$ cat src/rtl/nand_ilv_rd_seq.sv
module nand_ilv_rd_seq #(
  parameter int CNT_W    = 12,
  parameter int MAX_POLL = 64
) (
  input  logic             clk,
  input  logic             rst_n,
  input  logic             req_valid,
  input  logic [1:0]       req_op1,
  input  logic [1:0]       req_op2,
  input  logic [23:0]      req_row1,
  input  logic [23:0]      req_row2,
  input  logic [CNT_W-1:0] req_len,
  output logic             busy,
  output logic             done1,
  output logic             done2,
  output logic             err,
  output logic [1:0]       err_code,
  output logic             rd_valid,
  output logic [7:0]       rd_data,
  output logic             nand_cle,
  output logic             nand_ale,
  output logic             nand_we_n,
  output logic             nand_re_n,
  output logic [7:0]       nand_io_out,
  output logic             nand_io_oe,
  input  logic [7:0]       nand_io_in,
  input  logic             nand_rb
);
  localparam int PW = $clog2(MAX_POLL + 1);
  localparam logic [1:0] OP_PAGE = 2'd0;

  typedef enum logic [2:0] {
    S_IDLE, S_WRDY, S_RD, S_WBSY, S_GAP, S_POLL, S_OUT, S_DATA
  } st_t;

  st_t              st, nxt;
  logic [CNT_W-1:0] idx, len_q;
  logic [PW-1:0]    pcnt;
  logic [23:0]      row1_q, row2_q;
  logic [7:0]       stat_q;
  logic             die, sub;
  logic             cle_c, ale_c, rd_c, last;
  logic [7:0]       byte_c;
  wire  [23:0]      row = die ? row2_q : row1_q;

  always_comb begin
    cle_c = 1'b0; ale_c = 1'b0; rd_c = 1'b0; byte_c = 8'h00; last = 1'b0;
    case (st)
      S_RD: begin
        last = (idx[2:0] == 3'd6);
        case (idx[2:0])
          3'd0:       cle_c = 1'b1;
          3'd1, 3'd2: ale_c = 1'b1;
          3'd3:       begin ale_c = 1'b1; byte_c = row[7:0];   end
          3'd4:       begin ale_c = 1'b1; byte_c = row[15:8];  end
          3'd5:       begin ale_c = 1'b1; byte_c = row[23:16]; end
          default:    begin cle_c = 1'b1; byte_c = 8'h30;      end
        endcase
      end
      S_POLL: begin
        last = (idx[2:0] == 3'd4);
        case (idx[2:0])
          3'd0:    begin cle_c = 1'b1; byte_c = 8'h78;      end
          3'd1:    begin ale_c = 1'b1; byte_c = row[7:0];   end
          3'd2:    begin ale_c = 1'b1; byte_c = row[15:8];  end
          3'd3:    begin ale_c = 1'b1; byte_c = row[23:16]; end
          default: rd_c = 1'b1;
        endcase
      end
      S_OUT:  begin cle_c = 1'b1; last = 1'b1; end
      S_DATA: begin rd_c = 1'b1; last = (idx == len_q - 1'b1); end
      default: ;
    endcase
  end

  assign busy        = (st != S_IDLE);
  assign nand_cle    = cle_c;
  assign nand_ale    = ale_c;
  assign nand_io_out = byte_c;
  assign nand_io_oe  = cle_c | ale_c;
  assign nand_we_n   = !((cle_c | ale_c) && !sub);
  assign nand_re_n   = !(rd_c && !sub);
  assign rd_data     = stat_q;

  always_ff @(posedge clk or negedge rst_n) begin
    if (!rst_n) begin
      st <= S_IDLE; nxt <= S_IDLE; idx <= '0; len_q <= '0; pcnt <= '0;
      row1_q <= '0; row2_q <= '0; stat_q <= '0; die <= 1'b0; sub <= 1'b0;
      done1 <= 1'b0; done2 <= 1'b0; err <= 1'b0; err_code <= 2'd0; rd_valid <= 1'b0;
    end else begin
      done1 <= 1'b0; done2 <= 1'b0; err <= 1'b0; rd_valid <= 1'b0;
      case (st)
        S_IDLE: if (req_valid) begin
          if (req_op1 != req_op2) begin err <= 1'b1; err_code <= 2'd1; end
          else if (req_op1 != OP_PAGE) begin err <= 1'b1; err_code <= 2'd2; end
          else begin
            row1_q <= req_row1; row2_q <= req_row2; len_q <= req_len;
            die <= 1'b0; idx <= '0; sub <= 1'b0; st <= S_WRDY;
          end
        end
        S_WRDY: if (nand_rb) st <= S_RD;
        S_WBSY: if (!nand_rb) begin die <= 1'b1; st <= S_GAP; nxt <= S_RD; end
        S_GAP:  st <= nxt;
        default: begin
          if (!sub) begin
            sub <= 1'b1;
            if (rd_c) begin
              stat_q <= nand_io_in;
              rd_valid <= (st == S_DATA);
            end
          end else begin
            sub <= 1'b0;
            if (!last) idx <= idx + 1'b1;
            else begin
              idx <= '0;
              case (st)
                S_RD:
                  if (!die) st <= S_WBSY;
                  else begin die <= 1'b0; pcnt <= '0; st <= S_GAP; nxt <= S_POLL; end
                S_POLL:
                  if (stat_q[6]) begin st <= S_GAP; nxt <= S_OUT; end
                  else if (pcnt == PW'(MAX_POLL - 1)) begin
                    err <= 1'b1; err_code <= 2'd3; st <= S_IDLE;
                  end else begin pcnt <= pcnt + 1'b1; st <= S_GAP; nxt <= S_POLL; end
                default:
                  if (st == S_OUT && len_q != '0) begin st <= S_GAP; nxt <= S_DATA; end
                  else if (!die) begin
                    done1 <= 1'b1; die <= 1'b1; pcnt <= '0; st <= S_GAP; nxt <= S_POLL;
                  end else begin done2 <= 1'b1; st <= S_IDLE; end
              endcase
            end
          end
        end
      endcase
    end
  end

  p_no_plain_status_r4: assert property (@(posedge clk) disable iff (!rst_n)
    !(nand_cle && !nand_we_n && nand_io_out == 8'h70));

  p_strobe_excl_r9: assert property (@(posedge clk) disable iff (!rst_n)
    !(!nand_we_n && !nand_re_n));

  p_no_drive_on_read_r9: assert property (@(posedge clk) disable iff (!rst_n)
    !nand_re_n |-> !nand_io_oe);

  p_we_one_cycle_r9: assert property (@(posedge clk) disable iff (!rst_n)
    !nand_we_n |=> nand_we_n);

  p_die1_after_ready_r2: assert property (@(posedge clk) disable iff (!rst_n)
    (st == S_RD && !die && idx == '0 && !sub) |-> $past(nand_rb));

  p_die2_while_busy_r2: assert property (@(posedge clk) disable iff (!rst_n)
    (st == S_RD && die && idx == '0 && !sub) |-> !$past(nand_rb, 2));

  p_mixed_reject_r6: assert property (@(posedge clk) disable iff (!rst_n)
    (!busy && req_valid && req_op1 != req_op2) |=> (err && err_code == 2'd1 && !busy));

  p_done_onehot_r5: assert property (@(posedge clk) disable iff (!rst_n)
    $onehot0({done1, done2, err}));
endmodule

$ cat config.mk
export PLATFORM = sky130hd
export DESIGN_NAME = nand_ilv_rd_seq
export DESIGN_NICKNAME = d
export VERILOG_FILES = /design/src/rtl/nand_ilv_rd_seq.sv
export SDC_FILE = /design/constraint.sdc
export NUM_CORES = 1
export LEC_CHECK = 0
export BUFFER_PORTS_ARGS = -buffer_cell sky130_fd_sc_hd__buf_4
export CAP_MARGIN = 25
export CORE_MARGIN = 2
export CORE_UTILIZATION = 55
export CTS_CLUSTER_DIAMETER = 200
export CTS_CLUSTER_SIZE = 16
export DETAILED_ROUTE_END_ITERATION = 10
export HOLD_SLACK_MARGIN = 0.1
export PLACE_DENSITY = 0.79
export SLEW_MARGIN = 40
export SYNTH_ARGS = -nofsm -noshare
export SYNTH_HDL_FRONTEND = slang
export SYNTH_SLANG_ARGS = --single-unit
$ cat constraint.sdc
create_clock -name clk -period 3.3 [get_ports clk]
set_input_delay 0.66 -clock clk [delete_from_list [all_inputs] [get_ports clk]]
set_output_delay 0.66 -clock clk [all_outputs]
set_load 0.02 [all_outputs]
# --- Yosys cells after proc, flatten, opt, wreduce, memory -nomap -nowiden ---
# Index checks and enable logic that the tools add are counted.
totals:
  romBits: 0
  mem_count: 0
  latch_bits: 0
  regBits: 101
  ramBits: 0
op_classes:
  mul: 0
  reduce_logical: 39
  muxes: 93
  shifts: 0
  n_lt_le_gt_ge: 0
  n_eq_ne: 33
  div_mod_pow: 0
  n_bitwise: 8
  add_sub_neg: 3
ops:
  columns: ["op", "n"]
  rows:
  - ["case mux 8 bit (4 select lines)", 2]
  - ["2-to-1 mux 12 bit", 5]
  - ["2-to-1 mux 3 bit", 20]
  - ["2-to-1 mux 1 bit", 36]
  - ["2-to-1 mux 7 bit", 5]
  - ["2-to-1 mux 24 bit", 1]
  - ["case mux 12 bit (2 select lines)", 1]
  - ["equality test 3 bit, second input constant", 7]
  - ["case mux 3 bit (2 select lines)", 3]
  - ["2-to-1 mux 2 bit", 8]
  - ["inequality test 2 bit, second input constant", 8]
  - ["case mux 8 bit (2 select lines)", 1]
  - ["AND reduction 8 bit", 2]
  - ["case mux 7 bit (2 select lines)", 1]
  - ["AND reduction 7 bit", 2]
  - ["nonzero test 2 bit", 7]
  - ["adder 12 x 1 -> 12 bit, second input constant", 1]
  - ["equality test 12 bit", 1]
  - ["equality test 3 x 2 -> 1 bit, second input constant", 4]
  - ["case mux 3 bit (4 select lines)", 1]
  - ["nonzero test 12 bit", 1]
  - ["OR reduction 3 bit", 4]
  - ["subtractor 12 x 1 -> 12 bit, second input constant", 1]
  - ["case mux 1 bit (2 select lines)", 5]
  - ["other kinds (28)", 49]

# --- Depth between registers and ports, before layout ---
depth:
  word_depth: 7
  ltp_mapped: 10
  mapped_depth_nobuf: 9

# --- Worst setup path before layout ---
# No wires, ideal clock.
synth_timing:
  path_type: "reg-to-output"
  start: "register idx[2]"
  end: "output port nand_re_n"
  t_arrival_ps: 2378
  path_stages_with_launch: 9
  n_path_buf: 1
  setup_slack_ps: 262
  required_ps: 2640
  path_cell_list: "dfrtp_1 -> clkbuf_1 -> inv_1 -> ha_1 -> or2_2 -> a21oi_1 -> nor2_1 -> nor3_1 -> inv_1"
synth_between:
  elab_chain_len: 6
  elab_cells_between_ends: 9
  classes_between: "eq/ne: 3; mux: 2; reduce/logical: 4"
synth_lines:
  columns: ["element", "line", "text"]
  rows:
  - ["from (decl)", "37", "logic [CNT_W-1:0] idx, len_q;"]
  - ["from (signal assigned)", "113", "if (!last) idx <= idx + 1'b1;"]
  - ["equality test 3 x 2 -> 1 bit, or another cell as far along", "62", "case (idx[2:0])"]
  - ["OR reduction 4 bit (no source line) *", null, null]
  - ["2-to-1 mux 1 bit *", "62", null]
  - ["case mux 1 bit (2 select lines) *", "48", "case (st)"]
  - ["logical AND 1 bit *", "82", "assign nand_re_n = !(rd_c && !sub);"]
  - ["zero test 1 bit *", "82", null]
  - ["to (decl)", "23", "output logic nand_re_n,"]
# Every way passes the cells marked *; elsewhere a longest branch is shown, timed or not.

# --- Worst setup path in the final report ---
layout_timing:
  start: "register st[2]"
  end: "output port nand_io_out[7]"
layout_between:
  elab_chain_len: 2
  elab_cells_between_ends: 3
  classes_between: "eq/ne: 2; mux: 1"
layout_lines:
  columns: ["element", "line", "text"]
  rows:
  - ["from (decl)", "36", "st_t st, nxt;"]
  - ["from (signal assigned)", "103", "S_GAP: st <= nxt;"]
  - ["equality test 3 bit / equality test 3 x 2 -> 1 bit (equally long branches)", "48", null]
  - ["case mux 8 bit (2 select lines) *", "48", null]
  - ["to (decl)", "24", "output logic [7:0] nand_io_out,"]
# Marks and branches as above.

==> reports/metrics.csv <==
stage,metric,value,unit
critical_path,worst_setup_sp_type,register,
power,vdd.ir_drop.worst,0.369,mV
route,number_of_vias_per_cell,5.89,
place,post_dp_cell_area,0.00645,mm2
sta,timing.clock.skew,0.00602,ns
yosys,fraction_of_registers_with_async_set_or_reset_after_synthesis,100,%
critical_path,r2r_cells,9,
yosys,syn-num-nets,611,
clock_network,htree_levels,3,
layout,num-nets-final,710,
sta,max_clock_freq,318,MHz
die,die_w,104,um
critical_path,end_kind,output port,
power,cellLeakagePower,3.17,nW
route,drc_errors,0,
grt,grt_pass1_wl,22100,um
yosys,synth_edf_count,0,
route,vias,4500,
clock_network,hold_buffers,0,
sta,timing.max_slew.rel_slack,48.4,%
power,pwrdens,728,mW/mm2
layout,drive_gt1_share,36.3,%
power,power,4.82,mW
sta,final-hold-violation-count,0,
die,initial_utilization,56.7,%
grt,largest_net_degree_at_the_start_of_global_routing,61,
grt,grt_pass1_vias,4579,
critical_path,arrival,2.49,ns
yosys,synthesis.area,0.00551,mm2
sta,layout_min_cycle_time,3.15,ns
sta,setup_tns_after_final_layout,0,ns
yosys,postSynth.topFlopCell,sky130_fd_sc_hd__dfrtp_1,
place,dpl.hpwl,9530,um
yosys,share_of_the_yosys_chip_area_belonging_to_registers,45.8,%
place,port_buf_inserts,103,
critical_path,critPathKind,register to output port,
sta,drv_slew,0,
clock_network,max-clock-path-buffers,2,
clock_network,cts.sink_count,101,
place,finalWeightedCongestion,0.882,
yosys,netlist_instances,528,
yosys,ys.warnings.count,0,
yosys,postSynthAreaPerCell,10.4,um2
route,detailedRoute.firstIterationViolations,312,
grt,gr-usage-all-layers,25.2,%
clock_network,cts_inserted_buffers,9,
route,detailedRoute.firstPassIterationCount,7,
layout,layout.core_utilization,68.2,%
route,average_routed_wire_per_standard_cell,17.2,um
worst_hold_path,hold_class,primary input to asynchronous set/reset pin,
clock_network,cts-resized-gates,0,
sta,timing.final.crit_share,95.3,%
yosys,ys_seq_elements,101,
clock_network,clk-insertion-delay-late,0.37,ns
critical_path,timing.critical_path.fanout_max,12,
clock_network,cts_root_buffer,sky130_fd_sc_hd__clkbuf_8,
grt,grt_antenna_before_repair,0,
flow_run,timing.max_cap.violations,0,
clock_network,clk_pin_slew,0.09,ns
sta,finalSetupViolCount,0,
clock_network,post_cts_buffers,0,
die,die_h,104,um
outcome,run_status,completed,
die,floorplan.rows,36,
route,postRouteWirelength,13100,um
layout,syn2layout_area_growth,20.3,%
sta,holdWs,0.310,ns
critical_path,cp.required,2.64,ns
grt,grt-ovfl-total,0,
die,die_outline_area,0.0108,mm2
layout,design_area,0.00663,mm2
clock_network,clock_tree_from_tritoncts,yes,
sta,worst_pin_slew,0.775,ns
route,drtAntennaViolNets,0,
layout,antenna_diode_count,0,
yosys,synth.distinct_cells,61,
sta,setup_repair_after_global_routing_missed_its_margin,false,
die,boundaryPins,104,
die,core_box_area,0.00973,mm2
cell usage in the layout (no fill, tap or decap), types with 4 or more instances in the layout:
| master | netlist | routed |
|---|---|---|
| sky130_fd_sc_hd__xnor2_1 | 11 | 11 |
| sky130_fd_sc_hd__ha_1 | 7 | 7 |
| sky130_fd_sc_hd__nor2_1 | 30 | 30 |
| sky130_fd_sc_hd__nor3_1 | 15 | 15 |
| sky130_fd_sc_hd__a31oi_1 | 8 | 8 |
| sky130_fd_sc_hd__a22oi_1 | 4 | 4 |
| sky130_fd_sc_hd__nand2b_1 | 5 | 5 |
| sky130_fd_sc_hd__nor2b_1 | 5 | 5 |
| sky130_fd_sc_hd__o31ai_1 | 4 | 4 |
| sky130_fd_sc_hd__o41ai_1 | 4 | 4 |
| sky130_fd_sc_hd__a21oi_1 | 20 | 20 |
| sky130_fd_sc_hd__nand3b_1 | 4 | 4 |
| sky130_fd_sc_hd__and3_1 | 6 | 6 |
| sky130_fd_sc_hd__xor2_1 | 7 | 7 |
| sky130_fd_sc_hd__or2_2 | 9 | 9 |
| sky130_fd_sc_hd__clkbuf_8 | 0 | 11 |
| sky130_fd_sc_hd__nor4_1 | 7 | 7 |
| sky130_fd_sc_hd__or4_1 | 4 | 4 |
| sky130_fd_sc_hd__o21ai_0 | 22 | 22 |
| sky130_fd_sc_hd__a222oi_1 | 10 | 10 |
| sky130_fd_sc_hd__mux2i_1 | 6 | 6 |
| sky130_fd_sc_hd__mux2_2 | 75 | 75 |
| sky130_fd_sc_hd__buf_4 | 0 | 121 |
| sky130_fd_sc_hd__nand2_1 | 44 | 44 |
| sky130_fd_sc_hd__inv_1 | 16 | 16 |
| sky130_fd_sc_hd__nand3_1 | 19 | 18 |
| sky130_fd_sc_hd__dfrtp_1 | 101 | 99 |
critical path, cell delays in order (launching register included):
cell and delay [ns]:
sky130_fd_sc_hd__dfrtp_1 0.54, sky130_fd_sc_hd__and3b_1 0.36, sky130_fd_sc_hd__a32o_2 0.38, sky130_fd_sc_hd__buf_4 0.19, sky130_fd_sc_hd__a222oi_1 0.31, sky130_fd_sc_hd__mux2i_1 0.14
sky130_fd_sc_hd__buf_4 0.18
final timing paths:
check / from / to / slack [ns]
min reg2reg: pcnt[5] / pcnt[5] / 0.51
max reg2reg: len_q[0] / idx[8] / 0.19
max in group asynchronous: rst_n / rd_data[2] / 2.13
min: rst_n / len_q[6] / 0.31
min in group clk: pcnt[5] / pcnt[5] / 0.51
max: st[2] / nand_io_out[7] / 0.15
cell usage after synthesis (all sizes together) (3+ instances only):
master	number	area [um2]
o31ai	4	30.0
nor4	7	43.8
xor2	7	61.3
nand3	19	95.1
o22a	3	26.3
o21ai	24	124
a21oi	20	100
nor2b	5	31.3
xnor2	11	96.3
o41ai	4	35.0
nor2	30	113
or2	9	56.3
nor3	15	75.1
dfrtp	101	2530
inv	16	60.1
nand2	44	165
buf	12	62.6
nand3b	4	30.0
a2111oi	3	38.8
nand4	3	18.8
mux2i	6	60.1
and3	6	37.5
a31oi	9	71.3
mux2	76	856
or4	4	30.0
clkbuf	21	78.8
nand2b	5	31.3
a22oi	4	30.0
o211ai	3	22.5
o22ai	3	18.8
a222oi	10	100
ha	7	87.6
through the flow:
step / instances / worst slack [ns]
after floorplan: 528 / 0.262
after global placement: 749 / 0.365
after detailed placement: 749 / 0.257
after CTS: 764 / 0.105
after global routing: 764 / 0.0144
final: 764 / 0.154
where the power goes:
part	switching (mW)	total [mW]	internal, mW	leakage [nW]
sequential	0.265	1.77	1.50	1.34
combinational	1.31	2.33	1.02	1.73
clock	0.411	0.723	0.312	0.0884
cell families after synthesis:
family / Yosys count / synth area share (%)
and+or+nand+nor: 164 / 15.0
muxes: 82 / 16.6
adders and majority gates: 7 / 1.59
AOI/OAI and AO/OA: 107 / 14.4
buffers and inverters: 49 / 3.65
xor gates and xnor gates: 18 / 2.86
DFF: 101 / 45.8
area by class of cell:
cell class | count | area (um2)
Clock inverter | 3 | 21.3
Timing Repair Buffer | 121 | 908
Clock buffer | 12 | 155
Fill cell | 792 | 3100
Inverter | 16 | 60.1
Multi-Input combinational cell | 378 | 2790
Sequential cell | 101 | 2530
Tap cell | 133 | 166
registers in the layout (all words and copies together), names as in the netlist:
signal    count
die           1
sub           1
done1         1
rd_valid      1
st            3
rd_data       8
err_code      2
row2_q       24
err           1
pcnt          7
row1_q       24
nxt           3
idx          12
done2         1
len_q        12
metal layers:
| metal | global-route usage [%] | part of all wire (%) |
|---|---|---|
| met5 | 0 | 0 |
| met4 | 8.11 | 1.5 |
| met3 | 7.08 | 6.8 |
| met2 | 40.2 | 48 |
| met1 | 33.3 | 44 |
Note: power is estimated with default switching activity, not from simulation.
